### src/rtl/i2cb_pkg.sv
package i2cb_pkg;
  typedef enum logic [1:0] {OP_IDLE, OP_WR, OP_RD} op_e;
  typedef enum logic [3:0] {
    RK_BAD, RK_LOC, RK_ACC, RK_INTEN, RK_INTCAP, RK_FIFO, RK_STS, RK_DEVADR, RK_CSUM
  } reg_kind_e;

  localparam logic [7:0] IDX_LOC    = 8'h00;
  localparam logic [7:0] IDX_ACC    = 8'h04;
  localparam logic [7:0] IDX_INTEN  = 8'h08;
  localparam logic [7:0] IDX_INTCAP = 8'h14;
  localparam logic [7:0] IDX_FIFO   = 8'h24;
  localparam logic [7:0] IDX_STS    = 8'h28;
  localparam logic [7:0] IDX_DEVADR = 8'h38;
  localparam logic [7:0] IDX_CSUM   = 8'h40;

  localparam logic [7:0] BOFF_ACC   = 8'h00;
  localparam logic [7:0] BOFF_INTEN = 8'h08;
  localparam logic [7:0] BOFF_STS   = 8'h18;
  localparam logic [7:0] BOFF_FIFO  = 8'h24;
endpackage

### src/rtl/i2cb_idx_decode.sv
module i2cb_idx_decode import i2cb_pkg::*; (
  input  logic [7:0] idx_i,
  output reg_kind_e  kind_o,
  output logic [1:0] sub_o,
  output logic [7:0] boff_o
);
  always_comb begin
    kind_o = RK_BAD;
    sub_o  = 2'd0;
    boff_o = 8'h00;
    if (idx_i[7:2] == IDX_STS[7:2]) begin
      kind_o = RK_STS;
      sub_o  = idx_i[1:0];
      boff_o = BOFF_STS;
    end else begin
      case (idx_i)
        IDX_LOC:    kind_o = RK_LOC;
        IDX_ACC:    begin kind_o = RK_ACC;   boff_o = BOFF_ACC;   end
        IDX_INTEN:  begin kind_o = RK_INTEN; boff_o = BOFF_INTEN; end
        IDX_INTCAP: kind_o = RK_INTCAP;
        IDX_FIFO:   begin kind_o = RK_FIFO;  boff_o = BOFF_FIFO;  end
        IDX_DEVADR: kind_o = RK_DEVADR;
        IDX_CSUM:   kind_o = RK_CSUM;
        default:    kind_o = RK_BAD;
      endcase
    end
  end
endmodule

### src/rtl/i2cb_wr_fmt.sv
module i2cb_wr_fmt import i2cb_pkg::*; #(
  parameter logic [31:0] STS_WR_MASK = 32'h0C40_02E6,
  parameter logic [31:0] INT_MASK    = 32'h8000_00C7
) (
  input  reg_kind_e   kind_i,
  input  logic [1:0]  sub_i,
  input  logic [31:0] word_i,
  output logic [31:0] wdata_o,
  output logic [3:0]  be_o,
  output logic [1:0]  lane_o
);
  logic [31:0] sts_mask_sh;
  assign sts_mask_sh = STS_WR_MASK >> {sub_i, 3'b000};

  always_comb begin
    wdata_o = word_i;
    be_o    = 4'b1111;
    lane_o  = 2'd0;
    case (kind_i)
      RK_INTEN: wdata_o = word_i & INT_MASK;
      RK_STS: begin
        if (sub_i == 2'd0) begin
          wdata_o = word_i & STS_WR_MASK;
        end else begin
          // sub-byte status write: single lane, shifted mask
          wdata_o = {24'h0, word_i[7:0] & sts_mask_sh[7:0]};
          be_o    = 4'b0001;
          lane_o  = sub_i;
        end
      end
      default: ;
    endcase
  end
endmodule

### src/rtl/i2cb_rd_fmt.sv
module i2cb_rd_fmt import i2cb_pkg::*; #(
  parameter int          LOC_W       = 3,
  parameter logic [31:0] STS_RD_MASK = 32'h03FF_FFFF,
  parameter logic [31:0] INT_MASK    = 32'h8000_00C7
) (
  input  reg_kind_e        kind_i,
  input  logic [1:0]       sub_i,
  input  logic [31:0]      rdata_i,
  input  logic [LOC_W-1:0] loc_i,
  input  logic             csum_i,
  output logic [31:0]      word_o
);
  always_comb begin
    case (kind_i)
      RK_LOC:    word_o = 32'(loc_i);
      RK_CSUM:   word_o = {31'h0, csum_i};
      RK_INTCAP: word_o = INT_MASK;
      RK_FIFO:   word_o = {24'h0, rdata_i[7:0]};
      RK_STS:    word_o = (rdata_i & STS_RD_MASK) >> {sub_i, 3'b000};
      default:   word_o = rdata_i;
    endcase
  end
endmodule

### src/rtl/i2c_regbus_bridge.sv
module i2c_regbus_bridge import i2cb_pkg::*; #(
  parameter int          NUM_LOC     = 5,
  parameter int          LOC_SHIFT   = 12,
  parameter logic [31:0] STS_WR_MASK = 32'h0C40_02E6,
  parameter logic [31:0] STS_RD_MASK = 32'h03FF_FFFF,
  parameter logic [31:0] INT_MASK    = 32'h8000_00C7,
  localparam int LOC_W  = (NUM_LOC > 1) ? $clog2(NUM_LOC) : 1,
  localparam int ADDR_W = LOC_SHIFT + LOC_W
) (
  input  logic              clk_i,
  input  logic              rst_ni,
  input  logic              start_wr_i,
  input  logic              start_rd_i,
  input  logic              stop_i,
  input  logic              rx_valid_i,
  input  logic [7:0]        rx_byte_i,
  output logic              ack_valid_o,
  output logic              ack_o,
  input  logic              tx_req_i,
  output logic              tx_valid_o,
  output logic [7:0]        tx_byte_o,
  output logic              bus_wr_o,
  output logic              bus_rd_o,
  output logic [ADDR_W-1:0] bus_addr_o,
  output logic [3:0]        bus_be_o,
  output logic [31:0]       bus_wdata_o,
  input  logic [31:0]       bus_rdata_i
);
  localparam int         BUF_N   = 5;  // index + 4 data bytes
  localparam logic [2:0] OFF_END = 3'(BUF_N);

  op_e              op_q;
  logic [7:0]       idx_q;
  logic [3:0][7:0]  dat_q;
  logic [2:0]       off_q;
  logic             rej_q;
  logic [LOC_W-1:0] loc_q;
  logic             csum_q;
  logic             ack_vld_q, ack_q, tx_vld_q;
  logic [7:0]       tx_q;

  // one decoder: incoming index byte while idle, stored index otherwise
  logic       dec_sel_rx;
  logic [7:0] dec_in;
  reg_kind_e  cur_kind;
  logic [1:0] cur_sub;
  logic [7:0] cur_boff;

  assign dec_sel_rx = rx_valid_i && (op_q == OP_IDLE);
  assign dec_in     = dec_sel_rx ? rx_byte_i : idx_q;

  i2cb_idx_decode u_dec (
    .idx_i (dec_in),
    .kind_o(cur_kind),
    .sub_o (cur_sub),
    .boff_o(cur_boff)
  );

  logic [31:0] fmt_wdata;
  logic [3:0]  fmt_be;
  logic [1:0]  fmt_lane;
  logic [31:0] fetched_w;

  i2cb_wr_fmt #(.STS_WR_MASK(STS_WR_MASK), .INT_MASK(INT_MASK)) u_wr_fmt (
    .kind_i (cur_kind),
    .sub_i  (cur_sub),
    .word_i (dat_q),
    .wdata_o(fmt_wdata),
    .be_o   (fmt_be),
    .lane_o (fmt_lane)
  );

  i2cb_rd_fmt #(.LOC_W(LOC_W), .STS_RD_MASK(STS_RD_MASK), .INT_MASK(INT_MASK)) u_rd_fmt (
    .kind_i (cur_kind),
    .sub_i  (cur_sub),
    .rdata_i(bus_rdata_i),
    .loc_i  (loc_q),
    .csum_i (csum_q),
    .word_o (fetched_w)
  );

  logic       rx_idx, idx_ok, rx_dat, fifo_wr, buf_wr, rx_ack;
  logic       commit, commit_bus, fetch, fetch_bus, live_rd, is_fifo;
  logic [2:0] slot;

  assign is_fifo    = (cur_kind == RK_FIFO);
  assign slot       = off_q - 3'd1;
  assign rx_idx     = dec_sel_rx && !rej_q;
  assign idx_ok     = (cur_kind != RK_BAD) && (cur_kind != RK_DEVADR);
  assign rx_dat     = rx_valid_i && (op_q == OP_WR);
  assign fifo_wr    = rx_dat && is_fifo;
  assign buf_wr     = rx_dat && !is_fifo && (off_q < OFF_END);
  assign rx_ack     = rx_idx ? idx_ok : (fifo_wr || buf_wr);
  assign commit     = stop_i && (op_q == OP_WR) && (off_q > 3'd1) && !is_fifo;
  assign commit_bus = commit && (cur_kind inside {RK_ACC, RK_INTEN, RK_STS});
  assign fetch      = tx_req_i && (op_q == OP_WR) && (off_q == 3'd1);
  assign fetch_bus  = fetch && (cur_kind inside {RK_ACC, RK_INTEN, RK_FIFO, RK_STS});
  assign live_rd    = tx_req_i && (op_q == OP_RD) && is_fifo;

  assign bus_wr_o    = fifo_wr || commit_bus;
  assign bus_rd_o    = fetch_bus || live_rd;
  assign bus_wdata_o = fifo_wr ? {24'h0, rx_byte_i} : fmt_wdata;
  assign bus_be_o    = bus_wr_o ? (fifo_wr ? 4'b0001 : fmt_be)
                                : (is_fifo ? 4'b0001 : 4'b1111);
  assign bus_addr_o  = {loc_q, {(LOC_SHIFT-8){1'b0}},
                        cur_boff + (commit_bus ? {6'h0, fmt_lane} : 8'h00)};

  always_ff @(posedge clk_i or negedge rst_ni) begin
    if (!rst_ni) begin
      op_q      <= OP_IDLE;
      idx_q     <= '0;
      dat_q     <= '0;
      off_q     <= '0;
      rej_q     <= 1'b0;
      loc_q     <= '0;
      csum_q    <= 1'b0;
      ack_vld_q <= 1'b0;
      ack_q     <= 1'b0;
      tx_vld_q  <= 1'b0;
      tx_q      <= 8'hFF;
    end else begin
      ack_vld_q <= rx_valid_i;
      ack_q     <= rx_valid_i && rx_ack;
      tx_vld_q  <= tx_req_i;
      if (start_wr_i || stop_i) begin
        if (commit && cur_kind == RK_LOC && 32'(dat_q[0]) < NUM_LOC)
          loc_q <= dat_q[0][LOC_W-1:0];
        if (commit && cur_kind == RK_CSUM)
          csum_q <= dat_q[0][0];
        op_q  <= OP_IDLE;
        idx_q <= '0;
        dat_q <= '0;
        off_q <= '0;
        rej_q <= 1'b0;
      end else if (rx_valid_i) begin
        if (rx_idx) begin
          if (idx_ok) begin
            idx_q <= rx_byte_i;
            op_q  <= OP_WR;
            off_q <= 3'd1;
          end else begin
            rej_q <= 1'b1;
          end
        end else if (buf_wr) begin
          dat_q[slot[1:0]] <= rx_byte_i;
          off_q            <= off_q + 3'd1;
        end
      end else if (tx_req_i) begin
        if (fetch) begin
          dat_q <= fetched_w;
          off_q <= 3'd2;
          op_q  <= OP_RD;
          tx_q  <= fetched_w[7:0];
        end else if (live_rd) begin
          tx_q <= bus_rdata_i[7:0];
        end else if (op_q == OP_RD && off_q < OFF_END) begin
          tx_q  <= dat_q[slot[1:0]];
          off_q <= off_q + 3'd1;
        end else begin
          op_q  <= OP_RD;
          off_q <= OFF_END;
          tx_q  <= 8'hFF;
        end
      end
    end
  end

  assign ack_valid_o = ack_vld_q;
  assign ack_o       = ack_q;
  assign tx_valid_o  = tx_vld_q;
  assign tx_byte_o   = tx_q;

  AST_ACK_AFTER_RX: assert property (@(posedge clk_i) disable iff (!rst_ni)
    ack_valid_o |-> $past(rx_valid_i));
  AST_OFF_BOUND: assert property (@(posedge clk_i) disable iff (!rst_ni)
    off_q <= OFF_END);
  AST_WR_AT_STOP: assert property (@(posedge clk_i) disable iff (!rst_ni)
    (bus_wr_o && !is_fifo) |-> stop_i);
  AST_FIFO_BYTE: assert property (@(posedge clk_i) disable iff (!rst_ni)
    (bus_wr_o && is_fifo) |-> (bus_be_o == 4'b0001 && bus_wdata_o[31:8] == 24'h0));
  AST_LOC_RANGE: assert property (@(posedge clk_i) disable iff (!rst_ni)
    32'(loc_q) < NUM_LOC);
  AST_LOC_AT_STOP: assert property (@(posedge clk_i) disable iff (!rst_ni)
    !$stable(loc_q) |-> $past(stop_i));
  AST_CSUM_AT_STOP: assert property (@(posedge clk_i) disable iff (!rst_ni)
    !$stable(csum_q) |-> $past(stop_i));
  AST_RD_WR_EXCL: assert property (@(posedge clk_i) disable iff (!rst_ni)
    !(bus_wr_o && bus_rd_o));
endmodule

### config.mk
export PLATFORM = sky130hd
export DESIGN_NAME = i2c_regbus_bridge
export DESIGN_NICKNAME = d
export VERILOG_FILES = /design/src/rtl/i2cb_pkg.sv /design/src/rtl/i2cb_idx_decode.sv /design/src/rtl/i2cb_wr_fmt.sv /design/src/rtl/i2cb_rd_fmt.sv /design/src/rtl/i2c_regbus_bridge.sv
export SDC_FILE = /design/constraint.sdc
export NUM_CORES = 1
export LEC_CHECK = 0
export BUFFER_PORTS_ARGS = -buffer_cell sky130_fd_sc_hd__buf_2
export CORE_ASPECT_RATIO = 1.4
export CORE_UTILIZATION = 45
export DETAILED_ROUTE_END_ITERATION = 10
export GPL_ROUTABILITY_DRIVEN = 0
export PLACE_DENSITY = 0.77
export SLEW_MARGIN = 20
export SYNTH_ARGS = -nofsm -noshare
export SYNTH_HDL_FRONTEND = slang
export SYNTH_HIERARCHICAL = 1
export SYNTH_SLANG_ARGS = --single-unit
export TNS_END_PERCENT = 50
### constraint.sdc
create_clock -name clk_i -period 6.2 [get_ports clk_i]
set_clock_uncertainty 0.2 [all_clocks]
set_input_delay 0 -clock clk_i [delete_from_list [all_inputs] [get_ports clk_i]]
set_output_delay 0 -clock clk_i [all_outputs]
set_load 0.005 [all_outputs]
After elaboration in Yosys (flattened, before gate mapping). Index checks and enable logic that the tools add are counted.

Register bits: 61. Output and inout bits: 64.

Bitwise logic cells: 3. Shift operators: 2. Add/sub/neg operators: 3. Mux-type cells: 58. Magnitude comparators: 5. Reduce and logical (&&, ||, !) cells: 47. Eq/ne operators: 27.

Operators by type and width (number): $mux 32 (7); $pmux 32 s5 (1); $mux 8 (11); $pmux 32 s2 (1); $bwmux 32 (1); $shr 26x5->32 (1); $mux 28 (1); $pmux 4 s7 (1); $shr 28x5->8 const A (1); $mux 3 (9); $mux 2 (12); $mux 4 (6); $logic_and 1x1->1 (22); $bmux 8 s2 (1); $demux 8 s2 (1); $eq 8x6->1 const B (2); $eq 4x3->1 const B (3); $pmux 6 s2 (1); $ne 3x1->1 const B (3); $reduce_and 3->1 (3); $reduce_bool 3->1 (3); $add 8x2->8 (1); $and 8x8->8 (1); $eq 4x2->1 const B (2); 34 further kinds (50).

Longest topological paths before layout. Gate-level depths: netlist of the first run.

Depth after elaboration: 14. Gate-level depth with buffers: 20. Gate-level depth less buffers: 18.

By module. Netlist of the first run, hierarchy kept.

By module, submodules not included: i2c_regbus_bridge (area an instance 4031.4 um2, cells each 426, times used 1, sequential area each 1536.5 um2); i2cb_rd_fmt (area an instance 859.6 um2, cells each 129, times used 1, sequential area each 0.0 um2); i2cb_wr_fmt (area an instance 367.9 um2, cells each 54, times used 1, sequential area each 0.0 um2); i2cb_idx_decode (area an instance 241.5 um2, cells each 38, times used 1, sequential area each 0.0 um2).

Worst setup path after synthesis of the first run. OpenSTA, ideal clock, no wires.

Path kind: register to register. From: register op_q[1]. To: register dat_q[1] (netlist name). Slack: 1.985 ns. Period minus slack after synthesis: 4.215 ns. Arrival time: 3.890 ns. Path buffers: 2. Stages on the path, launching flop included: 16. Cell sequence: dfrtp_1 > nor3_1 > clkbuf_1 > nand2_1 > o21ai_0 > nor3b_2 > nand2_1 > a2111oi_2 > buf_2 > or3b_4 > nor2_1 > nor3_1 > a221o_1 > nand2_1 > o21ai_0 > mux2_2.

Longest elaborated chain between the ends: 12. Elaborated cells on any way between the ends: 37.

RTL lines: start, declared (line i2c_regbus_bridge.sv:32) `op_e op_q;`; start signal, assigned (line i2c_regbus_bridge.sv:110) `op_q <= OP_IDLE;`; start signal, assigned (line i2c_regbus_bridge.sv:130) `op_q <= OP_IDLE;`; start signal, assigned (line i2c_regbus_bridge.sv:139) `op_q <= OP_WR;`; $logic_not 2->1 * (line i2c_regbus_bridge.sv:49) `assign dec_sel_rx = rx_valid_i && (op_q == OP_IDLE);`; $logic_and 1x1->1 * (line i2c_regbus_bridge.sv:49); $mux 8 * (line i2c_regbus_bridge.sv:50) `assign dec_in = dec_sel_rx ? rx_byte_i : idx_q;`; via dec_in[2] (line i2c_regbus_bridge.sv:44) `logic [7:0] dec_in;`; $eq 8x7->1, or another cell as far along (line i2cb_idx_decode.sv:16) `case (idx_i)`; $pmux 4 s7 (line i2cb_idx_decode.sv:16); $mux 4 * (line i2cb_idx_decode.sv:11) `if (idx_i[7:2] == IDX_STS[7:2]) begin`; via cur_kind[0] (line i2c_regbus_bridge.sv:45) `reg_kind_e cur_kind;`; $eq 4x3->1, or another cell as far along (line i2cb_rd_fmt.sv:14) `case (kind_i)`; $pmux 32 s5 * (line i2cb_rd_fmt.sv:14); via fetched_w[1] (line i2c_regbus_bridge.sv:62) `logic [31:0] fetched_w;`; $mux 32 * (line i2c_regbus_bridge.sv:149) `if (fetch) begin`; $mux 32 * (line i2c_regbus_bridge.sv:148) `end else if (tx_req_i) begin`; $mux 32 * (line i2c_regbus_bridge.sv:135) `end else if (rx_valid_i) begin`; $mux 32 * (line i2c_regbus_bridge.sv:125) `if (start_wr_i || stop_i) begin`; end signal, assigned by index (line i2c_regbus_bridge.sv:145) `dat_q[slot[1:0]] <= rx_byte_i;`; end signal, assigned (line i2c_regbus_bridge.sv:150) `dat_q <= fetched_w;`; end, declared (line i2c_regbus_bridge.sv:34) `logic [3:0][7:0] dat_q;`.

The timed path passes the listed nets; every way through them passes the cells marked *. The select of a mux whose other input is x is not followed. A chain may end at the register's enable or synchronous reset.

Worst setup path after layout of the first run.
From: input port rx_valid_i. To: register dat_q[15] (netlist name).

Elaborated cells on any way between the ends: 34.

RTL lines: start, declared (line i2c_regbus_bridge.sv:15) `input logic rx_valid_i,`; $logic_and 1x1->1 (line i2c_regbus_bridge.sv:49); $mux 8 (line i2c_regbus_bridge.sv:50); via dec_in[4] (line i2c_regbus_bridge.sv:44); $eq 6x4->1 (line i2cb_idx_decode.sv:11); $mux 2 (line i2cb_idx_decode.sv:11); via cur_sub[1] (line i2c_regbus_bridge.sv:46) `logic [1:0] cur_sub;`; $shr 26x5->32 (line i2cb_rd_fmt.sv:19) `RK_STS: word_o = (rdata_i & STS_RD_MASK) >> {sub_i, 3'b000};`; $pmux 32 s5 (line i2cb_rd_fmt.sv:14); via fetched_w[15] (line i2c_regbus_bridge.sv:62); $mux 32 (line i2c_regbus_bridge.sv:149); $mux 32 (line i2c_regbus_bridge.sv:148); $mux 32 (line i2c_regbus_bridge.sv:135); $mux 32 (line i2c_regbus_bridge.sv:125).

The timed path passes the listed nets, and every way through them passes these cells. The select of a mux whose other input is x is not followed.

==> key figures, run 1 <==
Synth
  • Unique cell type count in the Yosys netlist: 85
  • Dominant synthesized flop cell: dfrtp_1
  • Yosys warns: 6
  • Post-synth EDFFs: 0
  • Largest area contributor in the netlist: dfrtp_1
  • Mapped Avg Cell Area: around 8.5 sq um
  • Synth Cell Area: between 5000 and 6000 sq um
  • Async set or reset register ratio after synthesis: between 90% and 100%
  • Share of the synthesized area in the top cell type: 24.1%
  • Top cells by area, synth: dfrtp_1 (24%), mux2_2 (9.2%), nand2_1 (5.7%)
  • Synth Instances: between 600 and 700
  • Top-count cell post-synth: nand2_1
  • FF+latch count, synth: 61
  • Commonest cells post-synth: nand2_1 (84), o21ai_0 (57), dfrtp_1 (53), mux2_2 (45), and2_1 (44)
  • Register area share after synthesis: approximately 28%

Setup path
  • Critical Path AT: 5.17 ns
  • Crit-path slowest cell: dlygate4sd3_1
  • Startpoint class of the critical path: primary input
  • Worst R2R End: dat_q[15]$_DFFE_PN0P_
  • Class of the most critical setup path: in2reg
  • Largest fanout on the critical path: 21
  • Worst reg-to-reg path cell count: 15
  • Required @ worst endpoint: a little over 6 ns
  • CP max stage delay: roughly 0.56 ns
  • R2R Setup Slk: around 1.3 ns
  • CP endpoint kind: flop
  • Crit-path cells: dlygate4sd3_1 -> buf_2 -> inv_1 -> nor3_1 -> buf_4 -> mux2_2 -> nor3_1 -> and3_1 -> and2_1 -> buf_4 -> o21bai_1 -> a211oi_1 -> o21ai_2 -> a22o_1 -> dlygate4sd3_1 -> nand2_1 -> o21ai_0 -> mux2_1
  • R2R Path Start: op_q[1]$_DFFE_PN0P_

Placed design
  • I/O Buffers: just over 100
  • Hpwl dp: between 10 and 15 mm
  • Placed cell areas: roughly 6100 sq um

GRT
  • Largest net degree at the start of global routing: 62
  • Initial antenna violation count: 0
  • GRT Total Usage: between 20% and 30%
  • First-pass GRT wire length: 27.1 mm
  • Number of global-route vias before repair: 5220
  • Overflow after GRT: 0

Die
  • Ports: between 100 and 150
  • Rows: between 40 and 50
  • Die width: about 95 microns
  • Die Ht: about 130 microns
  • Die area: ~13000 sq um
  • Core area: 11900 sq um
  • Initial Util: roughly 46%

STA
  • Period utilization: a little over 80%
  • # setup viols final: 0
  • Slew Limit Fails: 0
  • Total negative slack: 0 ns
  • RSZ-0062 raised after global routing: no
  • Slew headroom: around 40%
  • Slew @ Worst Pin: about 0.9 ns
  • Hold WS: around 0.012 ns
  • Peak Freq: roughly 190 MHz
  • Final Hold Fails: 0
  • Min cycle time layout: between 5 and 6 ns

Final layout
  • Final Instance Area: slightly below 7000 sq um
  • Layout cell share with drive strength beyond 1: between 20% and 30%
  • Layout Nets: roughly 840
  • Area grow syn2layout: 24.2%
  • Antenna cells: 0

Clocking
  • CTS resizes: 0
  • Hold-fix buffers at CTS: 47
  • TritonCTS Buffers: 9
  • Max H-tree Level: 3
  • Clock Tree Buf Depth: 2
  • Sink Count: slightly above 60
  • CTS clk-pin slew, worst paths: roughly 0.050 ns
  • Worst skew pair latency: 0.34 ns
  • CTS Root Buffer Type: clkbuf_16
  • Post-CTS Setup Inserts: 0
  • CTS tree: yes

Drt
  • Post-route ant nets: 0
  • DRC: 0
  • TritonRoute pass-1 iters: 7
  • Number of vias per cell: ~5.9
  • Final WL: 17.6 mm
  • Count of routing violations after the opening detailed-route iteration: 626
  • Via count: roughly 5500
  • Mean routed wirelength per cell: about 19 microns

Power
  • LEAKAGE: 3.09 nW
  • Pint: between 0.9 and 1 mW
  • Total Power: ~1.3 mW
  • Psw: 0.398 mW
  • Pwr dens: 191 nW/um^2
  • Switching share of power: a little under a third
  • Comb power frac: 26.4%
  • Worst vdd ir: around 0.13 mV
  • Clk pwr share: approximately two fifths
  • Flop pwr share: 35.1%

Outcome
  • Status: finished, final reports clean

Flow run
  • Max_cap viols: 0

Min path
  • Sink of the worst hold path: dat_q[23]$_DFFE_PN0P_
  • Worst hold path type: in2reg
  • Hold path cells: 5
  • Hold wc startpoint: bus_rdata_i[23]
==> cell families after synthesis <==
| group | synth area share (%) |
|---|---|
| DFF | 27.9 |
| buffers and inverters | 6.05 |
| and+or+nand+nor | 28.1 |
| AOI/OAI and AO/OA | 19.8 |
| muxes | 14.6 |
| adders and majority gates | 2.41 |
| other | 0.205 |
| xor gates and xnor gates | 0.955 |
==> how the worst max path moves through the flow <==
stage	from	to	slack [ns]	cells after the start
floorplan	op_q[1]$_DFFE_PN0P_	dat_q[1]$_DFFE_PN0P_	1.99	15
global placement	op_q[1]$_DFFE_PN0P_	dat_q[26]$_DFFE_PN0P_	1.80	12
detailed placement	op_q[1]$_DFFE_PN0P_	dat_q[25]$_DFFE_PN0P_	1.78	12
CTS	rx_valid_i	dat_q[15]$_DFFE_PN0P_	0.98	17
global route	rx_valid_i	dat_q[15]$_DFFE_PN0P_	0.65	18
finish	rx_valid_i	dat_q[15]$_DFFE_PN0P_	1.04	18
==> state kept, by name, indices dropped and copies added, names as in the netlist <==
name	cells
loc_q	3
csum_q	1
idx_q	8
tx_valid_o	1
ack_valid_o	1
off_q	3
op_q	2
ack_o	1
dat_q	32
rej_q	1
tx_byte_o	8
==> layout by cell type, fill, tap and decap left out, types with 13 or more instances in the layout <==
| cell type | synthesis | layout |
|---|---|---|
| buf_2 | 17 | 102 |
| nand2_1 | 84 | 84 |
| o21ai_0 | 57 | 56 |
| dfrtp_1 | 53 | 53 |
| dlygate4sd3_1 | 0 | 47 |
| mux2_2 | 45 | 45 |
| and2_1 | 44 | 44 |
| nor2_1 | 39 | 39 |
| nor2b_1 | 36 | 36 |
| inv_1 | 20 | 20 |
| nand3_1 | 18 | 18 |
| a21oi_1 | 14 | 14 |
| nor3_1 | 13 | 13 |
==> through the flow <==
step	utilization (%)	setup slack, ns	cells
after global routing	57.5	0.653	933
after global placement	51.1	1.80	870
after floorplan	-	1.99	653
after detailed placement	51.1	1.78	870
final	57.5	1.04	933
after CTS	57.5	0.983	933
==> critical path, delay by kind of cell <==
kind / cells / cell delay, ns
AOI/OAI and AO/OA: 5 / 1.01
muxes: 2 / 0.72
buffers and inverters: 6 / 2.18
and+or+nand+nor: 5 / 1.27
==> power by group through the flow <==
stage          Clock (mW)  Combinational (mW)  Sequential [mW]
6_report            0.504               0.345            0.458
5_1_grt             0.524               0.372            0.462
4_1_cts             0.507               0.337            0.458
3_5_place_dp            0               0.308            0.464
3_3_place_gp            0               0.307            0.464
2_1_floorplan           0               0.214            0.454
==> layer usage <==
metal | track usage (%) | up-vias | routed length [microns]
li1 | - | 2557 | -
met1 | 35.0 | 2651 | 6970
met2 | 46.7 | 264 | 8890
met3 | 2.70 | 70 | 906
met4 | 16.1 | 0 | 824
met5 | 0 | - | 0
==> cell type report <==
| type | instances | area [sq um] |
|---|---|---|
| Fill cell | 1072 | 5050 |
| Sequential cell | 61 | 1540 |
| Multi-Input combinational cell | 528 | 3670 |
| Timing Repair Buffer | 160 | 1060 |
| Clock buffer | 12 | 246 |
| Clock inverter | 4 | 47.5 |
| Tap cell | 147 | 184 |
| Inverter | 21 | 78.8 |
(Power assumes the default switching activity.)
==> inputs of run 2 (changes only) <==
--- a/config.mk
+++ b/config.mk
@@ -10,7 +10,7 @@
 export CORE_UTILIZATION = 45
 export DETAILED_ROUTE_END_ITERATION = 10
 export GPL_ROUTABILITY_DRIVEN = 0
-export PLACE_DENSITY = 0.77
+export PLACE_DENSITY = 0.8
 export SLEW_MARGIN = 20
 export SYNTH_ARGS = -nofsm -noshare
 export SYNTH_HDL_FRONTEND = slang
==> constraint.sdc (replaced) <==
create_clock -name clk_i -period 4.4 [get_ports clk_i]
set_clock_uncertainty 0.2 [all_clocks]
set_input_delay 0 -clock clk_i [delete_from_list [all_inputs] [get_ports clk_i]]
set_output_delay 0 -clock clk_i [all_outputs]
set_load 0.005 [all_outputs]
==> key figures, run 2 (synthesis gave the netlist of run 1 again) <==
Outcome
  • Status: finished, violations left
  • Failing checks: hold timing

Setup path
  • CP endpoint kind: output pin
  • Critical Path AT: 3.95 ns (-1.22 ns)
  • Required @ worst endpoint: 4.20 ns (-2.01 ns)
  • Worst reg-to-reg path cell count: 14 (-1)
  • Startpoint class of the critical path: flop
  • Largest fanout on the critical path: 14 (-33%)
  • R2R Path Start: op_q[1]$_DFFE_PN0P_
  • Class of the most critical setup path: reg2out
  • Worst R2R End: dat_q[13]$_DFFE_PN0P_
  • R2R Setup Slk: 0.27 ns (-1.02 ns)

Final layout
  • Antenna cells: 0 (unchanged)
  • Layout cell share with drive strength beyond 1: 29.6% (+1.6 points)
  • Final Instance Area: 6760 sq um (-1.1%)
  • Max reg flops: 32 (unchanged)
  • Commonest non-fill, non-tap cells in the layout: buf_2 (102), nand2_1 (84), o21ai_0 (55)
  • Most flops, register: dat_q
  • Commonest non-fill, non-tap cell in the layout: buf_2
  • Layout Nets: 830 (-0.95%)
  • Area grow syn2layout: 22.8%

Die
  • Initial Util: 46.3% (unchanged)
  • Rows: 47 (unchanged)
  • Die width: 95.4 microns (unchanged)
  • Ports: 111 (unchanged)
  • Core area: 11900 sq um (unchanged)
  • Die Ht: 133 microns (unchanged)
  • Die area: 12700 sq um (unchanged)

GRT
  • Number of global-route vias before repair: 5396 (+3.4%)
  • Overflow after GRT: 0 (unchanged)
  • First-pass GRT wire length: 28.2 mm (+4.1%)
  • Largest net degree at the start of global routing: 62 (unchanged)
  • GRT Total Usage: 29.6% (+1.5 points)
  • Initial antenna violation count: 0 (unchanged)

STA
  • Hold WS: -0.000631 ns (-0.0131 ns)
  • Period utilization: about 94%
  • RSZ-0062 raised after global routing: no
  • # setup viols final: 0 (unchanged)
  • Total negative slack: 0 ns (unchanged)
  • Slew Limit Fails: 0 (unchanged)
  • Slew headroom: 43.0% (+3.8 points)
  • Final Hold Fails: 1 (+1)
  • Min cycle time layout: around 4.1 ns
  • Slew @ Worst Pin: 0.855 ns (-0.0568 ns)
  • Peak Freq: between 200 and 250 MHz

Drt
  • Final WL: 18.2 mm (+3.5%)
  • Met3 Wirelength: 1.19 mm (+31%)
  • DRC: 0 (unchanged)
  • Count of routing violations after the opening detailed-route iteration: 673 (+7.5%)
  • Top Metal Used: met4
  • TritonRoute pass-1 iters: 5 (-2)
  • Mean routed wirelength per cell: 19.7 microns (+4.3%)
  • Number of vias per cell: 6.03 (+1.5%)
  • Via count: 5577 (+0.63%)
  • Met1 wire length: 6.71 mm (-3.7%)
  • Routed wl met2: 9.23 mm (+3.8%)
  • Post-route ant nets: 0 (unchanged)

Min path
  • Hold path cells: 4 (-1)
  • Worst hold path type: in2reg
  • Hold wc startpoint: bus_rdata_i[5]
  • Sink of the worst hold path: tx_byte_o[5]$_DFFE_PN1P_

Clocking
  • CTS Root Buffer Type: clkbuf_16
  • Sink Count: 61 (unchanged)
  • Clock Tree Buf Depth: 2 (unchanged)
  • Max H-tree Level: 3 (unchanged)
  • TritonCTS Buffers: 9 (unchanged)
  • CTS clk-pin slew, worst paths: 0.05 ns (about the same)
  • CTS tree: yes
  • Worst skew pair latency: 0.34 ns (about the same)

Power
  • Pwr dens: 271 nW/um^2 (+42%)
  • Worst vdd ir: 0.232 mV (+74%)
  • LEAKAGE: 3.06 nW (-0.94%)

Placed design
  • I/O Buffers: 102 (unchanged)
  • Hpwl dp: 13.2 mm (+6.6%)
  • Placed cell areas: 6100 sq um (+0.62%)

Flow run
  • Max_cap viols: 0 (unchanged)
## run 2: how the worst max path moves through the flow
stage                        startpoint                    end
floorplan           op_q[1]$_DFFE_PN0P_   dat_q[1]$_DFFE_PN0P_
global placement    op_q[1]$_DFFE_PN0P_  dat_q[29]$_DFFE_PN0P_
detailed placement  op_q[1]$_DFFE_PN0P_   dat_q[3]$_DFFE_PN0P_
CTS                 op_q[0]$_DFFE_PN0P_   idx_q[6]$_DFFE_PN0P_
global route        op_q[1]$_DFFE_PN0P_  dat_q[13]$_DFFE_PN0P_
finish              op_q[1]$_DFFE_PN0P_         bus_wdata_o[5]
## run 2: area by class of cell
type,instances,area [sq um]
timing repair buffer,152,971
multi-input combinational,528,3700
sequential,61,1540
fill,1083,5120
clock inverter,4,48.8
inverter,21,78.8
clock buffer,12,236
tap,147,184
## run 2: where the power goes
| part | leakage, nW | switching [mW] | total [mW] | internal, mW |
|---|---|---|---|---|
| clock network | 0.141 | 0.254 | 0.692 | 0.437 |
| logic | 2.12 | 0.282 | 0.497 | 0.215 |
| registers | 0.808 | 0.0349 | 0.644 | 0.609 |
## run 2: metrics by stage
stage / hold slack (ns) / power, mW / util, % / setup WS, ns / instances
finish: -0.000631 / 1.83 / 56.9 / 0.251 / 925
detailed placement: 0.0162 / 1.11 / 51.4 / 0.358 / 875
floorplan: -0.496 / 0.941 / - / 0.185 / 653
global placement: 0.0204 / 1.10 / 51.4 / 0.427 / 875
CTS: 0.0100 / 1.82 / 56.6 / 0.0749 / 925
global route: 0.0172 / 1.91 / 56.9 / 0.0190 / 925
## run 2: metal layers
| metal | GRT usage [%] | vias up |
|---|---|---|
| met4 | 17.3 | 0 |
| met1 | 34.8 | 2638 |
| met3 | 5.11 | 83 |
| met2 | 49.7 | 320 |
| met5 | 0 | - |
| li1 | - | 2536 |
## run 2: critical path: stages (launching register included)
cell and delay [ns]:
dfrtp_1 0.44, nor3_1 0.23, buf_4 0.25, mux2_2 0.45, nor3b_2 0.21, nand2_1 0.11
a2111oi_4 0.53, buf_4 0.23, nor2b_1 0.29, o21ai_1 0.25, and2_1 0.25, mux2_2 0.25
buf_2 0.12
## run 2: repair_timing
item                                   in CTS  in global routing
gates resized for setup                     0                  9
setup endpoints to repair                   0                 32
buffers inserted                            0                  0
endpoints found under the hold margin      83                  0
hold buffers                               34                  0
==> inputs of run 3 (changes only) <==
--- a/config.mk
+++ b/config.mk
@@ -6,11 +6,13 @@
 export NUM_CORES = 1
 export LEC_CHECK = 0
 export BUFFER_PORTS_ARGS = -buffer_cell sky130_fd_sc_hd__buf_2
+export CELL_PAD_IN_SITES_DETAIL_PLACEMENT = 1
+export CELL_PAD_IN_SITES_GLOBAL_PLACEMENT = 2
 export CORE_ASPECT_RATIO = 1.4
-export CORE_UTILIZATION = 45
+export CORE_UTILIZATION = 30
 export DETAILED_ROUTE_END_ITERATION = 10
 export GPL_ROUTABILITY_DRIVEN = 0
-export PLACE_DENSITY = 0.8
+export PLACE_DENSITY = 0.87
 export SLEW_MARGIN = 20
 export SYNTH_ARGS = -nofsm -noshare
 export SYNTH_HDL_FRONTEND = slang
==> key figures, run 3 (synthesis gave the netlist of run 1 again) <==
Setup path
  • Critical Path AT: 4.04 ns (+0.09 ns)
  • CP endpoint kind: output pin
  • CP max stage delay: 0.44 ns (-0.09 ns)
  • Largest fanout on the critical path: 14 (unchanged)
  • Required @ worst endpoint: 4.20 ns (about the same)
  • Startpoint class of the critical path: flop
  • CP delay by family, top: simple AND/OR/NAND/NOR gates
  • Worst path buffer plus inverter count: 5 (+2)
  • Crit-path cells: nor3_1 -> buf_4 -> mux2_2 -> nor3b_2 -> nand2_1 -> a2111oi_4 -> buf_4 -> and4bb_4 -> buf_4 -> and3_1 -> buf_4 -> mux2_2 -> buf_2
  • Class of the most critical setup path: reg2out
  • Crit-path slowest cell: dfrtp_1
  • Most common cell on crit path: buf_4

Power
  • Worst vdd ir: 0.175 mV (-24%)
  • Total Power: 1.90 mW (+3.8%)
  • LEAKAGE: 3.11 nW (+1.4%)
  • Pwr dens: 275 nW/um^2 (+1.2%)

Outcome
  • Status: finished, final reports clean

STA
  • Period utilization: 96.4% (+2.1 points)
  • Final Hold Fails: 0 (-1)
  • Peak Freq: 236 MHz (-2.2%)
  • Slew headroom: 41.4% (-1.6 points)
  • Slew Limit Fails: 0 (unchanged)
  • # setup viols final: 0 (unchanged)
  • Slew @ Worst Pin: 0.879 ns (+0.0238 ns)
  • RSZ-0062 raised after global routing: yes
  • Min cycle time layout: 4.24 ns (+0.0937 ns)
  • Hold WS: 0.00505 ns (+0.00569 ns)

Clocking
  • Max H-tree Level: 3 (unchanged)
  • TritonCTS Buffers: 9 (unchanged)
  • CTS Root Buffer Type: clkbuf_16
  • Sink Count: 61 (unchanged)
  • CTS clk-pin slew, worst paths: 0.06 ns (about the same)
  • Clock Tree Buf Depth: 2 (unchanged)
  • Worst skew pair latency: 0.34 ns (about the same)
  • CTS tree: yes

Final layout
  • Most flops, register: dat_q
  • Layout cell share with drive strength beyond 1: 29.7% (+0.16 points)
  • Layout Nets: 836 (+0.72%)
  • Area grow syn2layout: 25.9%
  • Max reg flops: 32 (unchanged)
  • Util after Layout: 38.6% (-18 points)
  • Antenna cells: 0 (unchanged)
  • Commonest non-fill, non-tap cells in the layout: buf_2 (102), nand2_1 (84), o21ai_0 (55)
  • Commonest non-fill, non-tap cell in the layout: buf_2

Die
  • Die area: 18900 sq um (+49%)
  • Die width: 116 microns (+22%)
  • Die Ht: 162 microns (+22%)
  • Ports: 111 (unchanged)
  • Initial Util: 30.7% (-16 points)
  • Core area: 17900 sq um (+51%)
  • Rows: 58 (+23%)

Min path
  • Worst hold path type: in2async

Drt
  • Number of vias per cell: 5.40 (-10%)
  • Final WL: 20.7 mm (+14%)
  • Mean routed wirelength per cell: 20.2 microns (+2.8%)
  • DRC: 0 (unchanged)
  • TritonRoute pass-1 iters: 4 (-1)
  • Via count: 5528 (-0.88%)
  • Count of routing violations after the opening detailed-route iteration: 337 (-50%)
  • Post-route ant nets: 0 (unchanged)

GRT
  • M2 GR Usage: 40.2% (-9.5 points)
  • Met1 Use GR: 26.4% (-8.4 points)
  • Overflow after GRT: 0 (unchanged)
  • Initial antenna violation count: 0 (unchanged)
  • Largest net degree at the start of global routing: 40 (-35%)
  • GRT Total Usage: 22.4% (-7.3 points)
  • Number of global-route vias before repair: 5655 (+4.8%)
  • Met3 usage: 2.31% (-2.8 points)
  • Top Usage Layer GRT: met2
  • First-pass GRT wire length: 31.7 mm (+12%)

Placed design
  • Hpwl dp: 15.3 mm (+16%)
  • I/O Buffers: 102 (unchanged)

Flow run
  • Max_cap viols: 0 (unchanged)
[run 3: path summary, 6_finish.rpt]
| path | endpoint | startpoint | cells past startpoint | slack [ns] |
|---|---|---|---|---|
| worst min register to register | tx_byte_o[0]$_DFFE_PN1P_ | tx_byte_o[0]$_DFFE_PN1P_ | 2 | 0.27 |
| worst min-delay path | dat_q[30]$_DFFE_PN0P_ | rst_ni | 2 | 0.005 |
| worst max-delay path | bus_wdata_o[2] | op_q[1]$_DFFE_PN0P_ | 13 | 0.16 |
| worst max register to register | dat_q[1]$_DFFE_PN0P_ | op_q[1]$_DFFE_PN0P_ | 15 | 0.30 |
| max in group asynchronous | tx_byte_o[7]$_DFFE_PN1P_ | rst_ni | 3 | 3.01 |
| min in group clk_i | dat_q[17]$_DFFE_PN0P_ | bus_rdata_i[17] | 5 | 0.01 |
[run 3: layer usage]
layer  vias to the layer above  part of all wire (%)
li1                       2542                     -
met1                      2758                    39
met2                       188                    53
met3                        40                   4.6
met4                         0                   3.4
met5                         -                     0
[run 3: repair_timing]
| action | CTS | global route |
|---|---|---|
| gates resized for setup | 0 | 4 |
| buffers inserted | 0 | 2 |
| pin swaps | 1 | 1 |
| hold buffers | 36 | 0 |
| endpoints found under the setup margin | 8 | 34 |
| endpoints found under the hold margin | 56 | 0 |
[run 3: final cells by class]
class                           count  area, sq um
Clock buffer                       11          253
Timing Repair Buffer              158         1020
Inverter                           21         78.8
Fill cell                        2208        11000
Multi-Input combinational cell    528         3680
Tap cell                          240          300
Sequential cell                    61         1540
Clock inverter                      5         57.6
[run 3: per-stage QoR]
step | TNS (ns) | cell area, sq um | setup WS (ns) | instances
3_3_place_gp | 0 | 6230 | 0.286 | 970
2_1_floorplan | 0 | 5520 | 0.185 | 653
4_1_cts | 0 | 6900 | 0.0129 | 1022
6_report | 0 | 6930 | 0.157 | 1024
3_5_place_dp | 0 | 6230 | 0.204 | 970
5_1_grt | -0.0139 | 6930 | -0.0111 | 1024
[run 3: worst register-to-register path, delay by kind of cell (launching register included)]
family          cells  cell delay (ns)
compound gates      3             0.81
simple gates        7             1.28
buf+inv             3             0.57
flops               1             0.44
mux                 2             0.70
[run 3: report_power, final]
group          leakage (nW)  switching (mW)  internal [mW]
Combinational          2.15           0.278          0.219
Clock                 0.156           0.288          0.471
Sequential            0.808          0.0379          0.609
Total                  3.11           0.604           1.30
